===== src/rtl/adc_xfer_pkg.sv =====
package adc_xfer_pkg;

  typedef enum logic [2:0] {
    ST_IDLE,
    ST_SETUP,
    ST_SHIFT,
    ST_WAIT_LO,
    ST_WAIT_HI
  } xfer_st_t;

  function automatic int ceil_div(input longint num, input longint den);
    return int'((num + den - 1) / den);
  endfunction

  function automatic int floor_div(input longint num, input longint den);
    return int'(num / den);
  endfunction

endpackage


===== src/rtl/adc_sclk_div.sv =====
// Divided serial clock; held low and phase-reset while run is low.
module adc_sclk_div #(
  parameter int HALF_DIV = 7
) (
  input  logic clk,
  input  logic rst,
  input  logic run,
  output logic sclk_o,
  output logic rise_o,
  output logic fall_o
);
  localparam int CW = (HALF_DIV > 1) ? $clog2(HALF_DIV) : 1;

  logic [CW-1:0] hcnt;
  logic          wrap;

  assign wrap   = run && (hcnt == CW'(HALF_DIV - 1));
  assign rise_o = wrap && !sclk_o;
  assign fall_o = wrap && sclk_o;

  always_ff @(posedge clk) begin
    if (rst || !run) begin
      hcnt   <= '0;
      sclk_o <= 1'b0;
    end else if (wrap) begin
      hcnt   <= '0;
      sclk_o <= ~sclk_o;
    end else begin
      hcnt   <= hcnt + 1'b1;
    end
  end
endmodule


===== src/rtl/adc_shift_io.sv =====
// Transmit/receive shifters and bit counter for one transaction.
module adc_shift_io #(
  parameter int NBITS = 12,
  parameter int CH_W  = 4
) (
  input  logic             clk,
  input  logic             rst,
  input  logic             load,
  input  logic [CH_W-1:0]  chan,
  input  logic             rise,
  input  logic             fall,
  input  logic             sdo_i,
  output logic             sdi_o,
  output logic [NBITS-1:0] rx_o,
  output logic             last_o
);
  localparam int BW = $clog2(NBITS + 1);

  logic [NBITS-1:0] tx;
  logic [BW-1:0]    bitcnt;

  assign sdi_o  = tx[NBITS-1];
  assign last_o = fall && (bitcnt == BW'(NBITS - 1));

  always_ff @(posedge clk) begin
    if (rst) begin
      tx     <= '0;
      rx_o   <= '0;
      bitcnt <= '0;
    end else if (load) begin
      tx     <= {chan, {(NBITS - CH_W){1'b0}}};
      bitcnt <= '0;
    end else begin
      if (rise) rx_o <= {rx_o[NBITS-2:0], sdo_i};
      if (fall) begin
        tx     <= {tx[NBITS-2:0], 1'b0};
        bitcnt <= bitcnt + 1'b1;
      end
    end
  end
endmodule


===== src/rtl/adc_eoc_mon.sv =====
// Synchronises end-of-conversion and times the wait for its falling edge.
module adc_eoc_mon #(
  parameter int TMO_CYC = 110
) (
  input  logic clk,
  input  logic rst,
  input  logic eoc_i,
  input  logic arm,
  output logic eoc_s_o,
  output logic tmo_o
);
  localparam int TW = $clog2(TMO_CYC + 1);

  logic          meta;
  logic [TW-1:0] cnt;

  assign tmo_o = arm && eoc_s_o && (cnt == TW'(TMO_CYC - 1));

  always_ff @(posedge clk) begin
    if (rst) begin
      meta    <= 1'b1;
      eoc_s_o <= 1'b1;
    end else begin
      meta    <= eoc_i;
      eoc_s_o <= meta;
    end
  end

  always_ff @(posedge clk) begin
    if (rst || !arm)                  cnt <= '0;
    else if (cnt != TW'(TMO_CYC - 1)) cnt <= cnt + 1'b1;
  end
endmodule


===== src/rtl/adc_xfer_ctrl.sv =====
module adc_xfer_ctrl #(
  parameter int CLK_HZ      = 50_000_000,
  parameter int SCLK_MAX_HZ = 4_100_000,
  parameter int SETUP_PS    = 1_425_000,
  parameter int EOC_TMO_PS  = 2_200_000,
  parameter int NBITS       = 12,
  parameter int CH_W        = 4
) (
  input  logic             clk,
  input  logic             rst,
  input  logic             start_i,
  input  logic [CH_W-1:0]  chan_i,
  output logic             busy_o,
  output logic [NBITS-1:0] result_o,
  output logic             valid_o,
  output logic             tmo_err_o,
  output logic             adc_cs_n_o,
  output logic             adc_sclk_o,
  output logic             adc_sclk_en_n_o,
  output logic             adc_din_o,
  input  logic             adc_dout_i,
  input  logic             adc_eoc_i
);
  import adc_xfer_pkg::*;

  localparam longint PS_PER_S = 64'd1_000_000_000_000;
  localparam int HALF_DIV  = ceil_div(longint'(CLK_HZ), 2 * longint'(SCLK_MAX_HZ));
  localparam int SETUP_CYC = ceil_div(longint'(SETUP_PS) * longint'(CLK_HZ), PS_PER_S);
  localparam int TMO_CYC   = floor_div(longint'(EOC_TMO_PS) * longint'(CLK_HZ), PS_PER_S);
  localparam int SW        = $clog2(SETUP_CYC + 1);

  generate
    if (CLK_HZ / (2 * HALF_DIV) > SCLK_MAX_HZ) begin : g_bad_rate
      $error("serial clock would exceed its limit");
    end
    if (NBITS <= CH_W) begin : g_bad_width
      $error("transfer must be longer than the channel word");
    end
    if (SETUP_CYC < 1 || TMO_CYC < 4) begin : g_bad_window
      $error("setup or timeout window too short for this clock");
    end
  endgenerate

  xfer_st_t         state;
  logic [SW-1:0]    set_cnt;
  logic             run, rise, fall, last, eoc_s, tmo, accept;
  logic [NBITS-1:0] rx;

  assign run    = ~adc_sclk_en_n_o;
  assign busy_o = (state != ST_IDLE) || !eoc_s;
  assign accept = start_i && !busy_o;

  adc_sclk_div #(.HALF_DIV(HALF_DIV)) div_i (
    .clk(clk), .rst(rst), .run(run),
    .sclk_o(adc_sclk_o), .rise_o(rise), .fall_o(fall)
  );

  adc_shift_io #(.NBITS(NBITS), .CH_W(CH_W)) sio_i (
    .clk(clk), .rst(rst), .load(accept), .chan(chan_i),
    .rise(rise), .fall(fall), .sdo_i(adc_dout_i),
    .sdi_o(adc_din_o), .rx_o(rx), .last_o(last)
  );

  adc_eoc_mon #(.TMO_CYC(TMO_CYC)) eoc_i (
    .clk(clk), .rst(rst), .eoc_i(adc_eoc_i),
    .arm(state == ST_WAIT_LO), .eoc_s_o(eoc_s), .tmo_o(tmo)
  );

  always_ff @(posedge clk) begin
    if (rst) begin
      state           <= ST_IDLE;
      set_cnt         <= '0;
      adc_cs_n_o      <= 1'b1;
      adc_sclk_en_n_o <= 1'b1;
      valid_o         <= 1'b0;
      result_o        <= '0;
      tmo_err_o       <= 1'b0;
    end else begin
      valid_o <= 1'b0;
      unique case (state)
        ST_IDLE: begin
          if (accept) begin
            state      <= ST_SETUP;
            adc_cs_n_o <= 1'b0;
            tmo_err_o  <= 1'b0;
            set_cnt    <= '0;
          end
        end
        ST_SETUP: begin
          if (set_cnt == SW'(SETUP_CYC - 1)) begin
            state           <= ST_SHIFT;
            adc_sclk_en_n_o <= 1'b0;
          end else begin
            set_cnt <= set_cnt + 1'b1;
          end
        end
        ST_SHIFT: begin
          if (last) begin
            state           <= ST_WAIT_LO;
            adc_sclk_en_n_o <= 1'b1;
            adc_cs_n_o      <= 1'b1;
          end
        end
        ST_WAIT_LO: begin
          if (!eoc_s) begin
            state <= ST_WAIT_HI;
          end else if (tmo) begin
            state     <= ST_IDLE;
            tmo_err_o <= 1'b1;
          end
        end
        ST_WAIT_HI: begin
          if (eoc_s) begin
            state    <= ST_IDLE;
            valid_o  <= 1'b1;
            result_o <= rx;
          end
        end
        default: state <= ST_IDLE;
      endcase
    end
  end
endmodule


===== config.mk =====
export PLATFORM = sky130hd
export DESIGN_NAME = adc_xfer_ctrl
export DESIGN_NICKNAME = d
export VERILOG_FILES = /design/src/rtl/adc_xfer_pkg.sv /design/src/rtl/adc_sclk_div.sv /design/src/rtl/adc_shift_io.sv /design/src/rtl/adc_eoc_mon.sv /design/src/rtl/adc_xfer_ctrl.sv
export SDC_FILE = /design/constraint.sdc
export NUM_CORES = 1
export LEC_CHECK = 0
export BUFFER_PORTS_ARGS = -buffer_cell sky130_fd_sc_hd__buf_4
export CORE_ASPECT_RATIO = 1.1
export CORE_MARGIN = 8
export CORE_UTILIZATION = 50
export DETAILED_ROUTE_END_ITERATION = 8
export PLACE_DENSITY = 0.67
export SLEW_MARGIN = 10
export SYNTH_ARGS = -nofsm -noshare
export SYNTH_HDL_FRONTEND = slang
export SYNTH_SLANG_ARGS = --single-unit

===== constraint.sdc =====
create_clock -name clk -period 2 [get_ports clk]
set_input_delay 0.4 -clock clk [delete_from_list [all_inputs] [get_ports clk]]
set_output_delay 0.4 -clock clk [all_outputs]
set_load 0.02 [all_outputs]

==> results of run 1 <==
through the flow:
stage                     utilization [%]  cells  power (uW)
final                               61.97    357        2344
after global routing                61.97    357        2435
after CTS                           61.97    357        2373
after detailed placement            57.85    341        1359
after global placement              57.85    341        1358
after floorplan                         -    264        1311
where the power goes:
part | switching (uW) | internal, uW | leakage [uW]
Sequential | 14.6 | 1190 | 0.000477
Clock | 428 | 584 | 0.0000997
Combinational | 72.6 | 51.7 | 0.000509
sequential cells by signal (all words and copies together), names as in the netlist:
signal	cells
adc_cs_n_o	1
result_o	12
set_cnt	7
sio_i.tx	4
eoc_i.cnt	7
adc_sclk_en_n_o	1
eoc_i.eoc_s_o	1
state	3
tmo_err_o	1
valid_o	1
sio_i.bitcnt	4
div_i.hcnt	3
sio_i.rx_o	12
eoc_i.meta	1
div_i.sclk_o	1
critical path: cells and delay by family (launching register included):
family | cells | cell delay, ps
buf+inv | 1 | 180
flops | 1 | 420
simple gates | 2 | 490
placed cells by master, fill, tap and decap left out, types with 2 or more instances in the layout:
| cell type | n |
|---|---|
| a211oi_1 | 2 |
| nand3b_1 | 4 |
| a21oi_1 | 18 |
| nand3_1 | 7 |
| ha_1 | 6 |
| nor2_2 | 3 |
| or2_2 | 2 |
| nand2_1 | 39 |
| mux2i_1 | 12 |
| a311oi_1 | 5 |
| a2111oi_0 | 2 |
| nor2_1 | 30 |
| clkbuf_8 | 13 |
| and3_1 | 4 |
| nor2b_1 | 2 |
| xnor2_1 | 6 |
| nor3_1 | 4 |
| buf_4 | 33 |
| dfxtp_1 | 59 |
| nand2b_1 | 2 |
| xor2_1 | 10 |
| a21o_1 | 2 |
| a31oi_1 | 2 |
| inv_1 | 6 |
| clkbuf_1 | 2 |
| nand4_1 | 7 |
logic make-up (layout without fill, tap and decap cells):
logic type / Yosys count / count (layout) / synth area share (%)
compound gates: 39 / 39 / 11.33
xor+xnor: 16 / 16 / 5.770
fa+ha+maj: 6 / 6 / 3.091
buf+inv: 18 / 55 / 3.194
flops: 59 / 59 / 48.63
mux: 12 / 12 / 4.946
simple gates: 114 / 114 / 23.03
how the worst max path moves through the flow:
stage | to
CTS | busy_o
finish | busy_o
global route | tmo_err_o
detailed placement | tmo_err_o
floorplan | sio_i.rx_o[7]
global placement | tmo_err_o
per-layer routing:
layer	track usage [%]	up-vias	share of wire [%]	wire, um
met3	4.930	9	4.3	196
met2	22.10	32	47	2158
met1	15.90	860	46	2120
met5	0	-	0	0
li1	-	972	-	-
met4	6.709	0	2.0	93
layout make-up:
class	instances	area [sq um]	area share, %
Clock buffer	15	186.4	6.467
Clock inverter	1	5.005	0.1736
Inverter	6	22.52	0.7813
Multi-Input combinational cell	187	1170	40.58
Sequential cell	59	1181	40.97
Tap cell	56	70.07	2.431
Timing Repair Buffer	33	247.7	8.594
==> results.json, run 1 <==
{
  "mappedNetlistArea_sq_um": 2429,
  "final.min_clock_period_ps": 1814,
  "grt_pass1_vias": 1808,
  "worst_pin_slew_ps": 477.8,
  "yosys_warnings": 0,
  "worstRegToRegCells": 4,
  "synth_edf_count": 0,
  "min_path_type": "in -> reg",
  "ys_ff_latch": 59,
  "grt_max_degree": 24,
  "ios": 28,
  "dr.pass1.iters": 4,
  "vias_per_cell": 5.246,
  "end_kind": "output port",
  "worstSkewPairLatency_ps": 330,
  "p_leak_uw": 0.001086,
  "worstHoldStart": "adc_eoc_i",
  "powerDensity_nw_per_um2": 813.1,
  "regToRegSetupSlack_ps": 230,
  "synth_top_area_cell": "dfxtp_1",
  "path_max_fanout": 6,
  "drc": 0,
  "async_reset_ff_share_pct": 0,
  "die_area_sq_um": 7346,
  "vdd_drop_max_uv": 554.2,
  "wl_per_cell_um": 12.80,
  "fill_cells": 425,
  "crit_type": "reg -> out",
  "setup_viol": 0,
  "drt_wl_total_um": 4569,
  "clk_pin_slew_ps": 60,
  "arrival_ps": 1410,
  "critPathMaxStageDelay_ps": 420,
  "cp_slowest_cell": "dfxtp_1",
  "cts_buffers": 9,
  "cts_sinks": 59,
  "portBuffers": 27,
  "cap_viol_max_count": 0,
  "ys.flop_type": "dfxtp_1",
  "grt_usage_pct": 13.81,
  "cts_setup_buffers": 0,
  "netlist_instances": 264,
  "die_y_um": 89.10,
  "synth.distinct_cells": 45,
  "dr.first_iter.drc_count": 78,
  "routabilityCongestion": 0.7059,
  "status": "complete, no violations",
  "setup-tns-final_ps": 0,
  "grt_pass1_wl_um": 7838,
  "syn_nets": 279,
  "slew_violations": 0,
  "die_w_um": 82.45,
  "htree_levels": 3,
  "rows": 26,
  "timing.final.crit_share_pct": 90.68,
  "ctsHoldBuffers": 0,
  "yosysMostFrequentCell": "dfxtp_1",
  "cts_tree": "built",
  "syn-mean-instance-area_sq_um": 9.199,
  "hold_path_end": "eoc_i.meta",
  "drive_gt1_share_pct": 18.60,
  "hold_slack_ps": 253.2,
  "synth_common_cells": "dfxtp_1, nand2_1, nor2_1",
  "place_area_sq_um": 2691,
  "worstPathRequired_ps": 1600,
  "cts_resized": 0,
  "worst_clock_skew_ps": 5.374,
  "rsz0062_at_grt": "false",
  "grt_overflow_total": 0,
  "drtAntennaViolNets": 0,
  "clock_path_buffers": 2,
  "critPathLaunchType": "flop",
  "cp_cell_sequence": "nor2b_2, nand2_1, buf_4",
  "areaGrowthSynthToFinish_pct": 18.70,
  "whs_path_depth": 2,
  "hold_violations": 0,
  "setup_slack_ps": 186.4,
  "timing.critical_path.from": "eoc_i.eoc_s_o",
  "timing.rr.end": "tmo_err_o",
  "synth_top_cell_area_share_pct": 48.63,
  "cts-root-buf": "clkbuf_8",
  "yosys-top-cells-area": "dfxtp_1, nand2_1, mux2i_1, nor2_1, a21oi_1",
  "core_sq_um": 4652,
  "hpwl_um": 3195,
  "nets": 311,
  "max_slew_margin_pct": 68.15,
  "r2r-start": "eoc_i.eoc_s_o",
  "design_area_sq_um": 2883,
  "vias": 1873,
  "start_util_pct": 52.21,
  "grt_antenna_before_repair": 0,
  "dp_slack_ps": 192.1,
  "fmax_mhz": 551.4,
  "n_antenna_cell": 0,
  "ys_seq_area_share_pct": 48.63
}
No activity file was read; power rests on OpenSTA's default activity.
==> run 2: changes to the inputs <==
--- a/config.mk
+++ b/config.mk
@@ -6,11 +6,13 @@
 export NUM_CORES = 1
 export LEC_CHECK = 0
 export BUFFER_PORTS_ARGS = -buffer_cell sky130_fd_sc_hd__buf_4
+export CELL_PAD_IN_SITES_DETAIL_PLACEMENT = 1
+export CELL_PAD_IN_SITES_GLOBAL_PLACEMENT = 2
 export CORE_ASPECT_RATIO = 1.1
 export CORE_MARGIN = 8
-export CORE_UTILIZATION = 50
+export CORE_UTILIZATION = 35
 export DETAILED_ROUTE_END_ITERATION = 8
-export PLACE_DENSITY = 0.67
+export PLACE_DENSITY = 0.74
 export SLEW_MARGIN = 10
 export SYNTH_ARGS = -nofsm -noshare
 export SYNTH_HDL_FRONTEND = slang
==> run 2 against run 1 <==
Against the previous run: critical path depth did not move; global-route usage fell by 1.6 points; worst hold slack improved by 8.4 ps; fmax rose by 0.60%; cell area rose by 3.0%; clock skew rose by 1.0 ps; critical endpoint unchanged; largest power group unchanged.
==> results.json, run 2 (same netlist as run 1, synthesis figures left out) <==
{
  "routabilityCongestion": 0.7174,
  "grt_antenna_before_repair": 0,
  "final.min_clock_period_ps": 1803,
  "core_sq_um": 6887,
  "critPathMaxStageDelay_ps": 430,
  "layout_commonest_cell": "dfxtp_1",
  "worstPathRequired_ps": 1600,
  "grt_pass1_wl_um": 9370,
  "timing.rr.end": "sio_i.rx_o[6]",
  "start_util_pct": 35.27,
  "cts_setup_buffers": 0,
  "drc": 0,
  "place_area_sq_um": 2758,
  "fin_util_pct": 43.13,
  "cp_slowest_cell": "dfxtp_1",
  "dr.first_iter.drc_count": 53,
  "cts_tree": "built",
  "status": "complete, no violations",
  "powerDensity_nw_per_um2": 836.9,
  "max_slew_margin_pct": 71.32,
  "nets": 315,
  "hold_violations": 0,
  "grt_max_degree": 31,
  "areaGrowthSynthToFinish_pct": 22.31,
  "hpwl_um": 3789,
  "wl_per_cell_um": 13.61,
  "dr.pass1.iters": 4,
  "critPathLaunchType": "flop",
  "cap_viol_max_count": 0,
  "arrival_ps": 1400,
  "total_power_uw": 2486,
  "regToRegSetupSlack_ps": 290,
  "clock_path_buffers": 2,
  "cts_sinks": 59,
  "r2r-start": "div_i.hcnt[0]",
  "grt_overflow_total": 0,
  "min_path_type": "in -> reg",
  "rows": 32,
  "final_cell_mix": "dfxtp_1, nand2_1, buf_4",
  "htree_levels": 3,
  "rsz0062_at_grt": "false",
  "die_area_sq_um": 9863,
  "setup_viol": 0,
  "vias_per_cell": 4.941,
  "drtAntennaViolNets": 0,
  "fmax_mhz": 554.7,
  "timing.final.crit_share_pct": 90.14,
  "ctsHoldBuffers": 0,
  "worst_pin_slew_ps": 428.9,
  "worstSkewPairLatency_ps": 340,
  "grt_usage_pct": 12.19,
  "vias": 1927,
  "cp_cell_sequence": "nor2b_2, nand2_1, buf_4",
  "die_y_um": 103.4,
  "end_kind": "output port",
  "worst_clock_skew_ps": 6.378,
  "p_leak_uw": 0.001112,
  "portBuffers": 27,
  "worstRegToRegCells": 7,
  "cts_buffers": 9,
  "cts_resized": 0,
  "slew_violations": 0,
  "path_max_fanout": 6,
  "top_regs": "result_o x12, sio_i.rx_o x12",
  "drt_wl_total_um": 5309,
  "drive_gt1_share_pct": 20.33,
  "die_w_um": 95.42,
  "cts-root-buf": "clkbuf_8",
  "ios": 28,
  "timing.critical_path.from": "eoc_i.eoc_s_o",
  "design_area_sq_um": 2970,
  "vdd_drop_max_uv": 457.4,
  "crit_path_end": "busy_o",
  "n_antenna_cell": 0,
  "setup-tns-final_ps": 0,
  "crit_type": "reg -> out",
  "grt_pass1_vias": 2032,
  "clk_pin_slew_ps": 70
}
## run 2: critical path, delay by kind of cell, from the launching register on
| kind | cells | cell delay, ps |
|---|---|---|
| DFF | 1 | 430 |
| buffers and inverters | 1 | 170 |
| and+or+nand+nor | 2 | 470 |
## run 2: area by class of cell
class / instances / area [sq um]
Timing Repair Buffer: 37 / 277.8
Fill cell: 817 / 3916
Clock inverter: 4 / 47.55
Inverter: 6 / 22.52
Multi-Input combinational cell: 187 / 1170
Sequential cell: 59 / 1181
Tap cell: 85 / 106.4
Clock buffer: 12 / 165.2
## run 2: metal layers
| layer | vias to the layer above | wire (um) | GRT usage, % |
|---|---|---|---|
| li1 | 981 | - | - |
| met1 | 923 | 2484 | 13.83 |
| met4 | 0 | 69 | 6.391 |
| met3 | 6 | 195 | 3.971 |
| met2 | 17 | 2561 | 19.99 |
| met5 | - | 0 | 0 |
## run 2: report_power, final
group	total [uW]	internal, uW	switching, uW
Combinational	132	56.8	75.1
Clock	1150	673	473
Sequential	1210	1190	15.4
Total	2490	1920	564
## run 2: per-stage QoR
step / setup slack, ps / std cells / hold WS [ps]
6_report: 197.2 / 390 / 261.6
5_1_grt: 88.20 / 390 / 249.1
4_1_cts: 140.3 / 390 / 242.2
3_5_place_dp: 291.5 / 374 / 422.1
3_3_place_gp: 364.5 / 374 / 398.8
2_1_floorplan: 424.5 / 264 / 389.5
## run 2: worst min-delay path by stage
stage / start / slack (ps) / depth (start not counted) / to
floorplan: eoc_i.meta / 390 / 1 / eoc_i.eoc_s_o
global placement: eoc_i.meta / 400 / 1 / eoc_i.eoc_s_o
detailed placement: eoc_i.meta / 420 / 1 / eoc_i.eoc_s_o
CTS: adc_eoc_i / 240 / 2 / eoc_i.meta
global route: adc_eoc_i / 250 / 2 / eoc_i.meta
finish: adc_eoc_i / 260 / 2 / eoc_i.meta
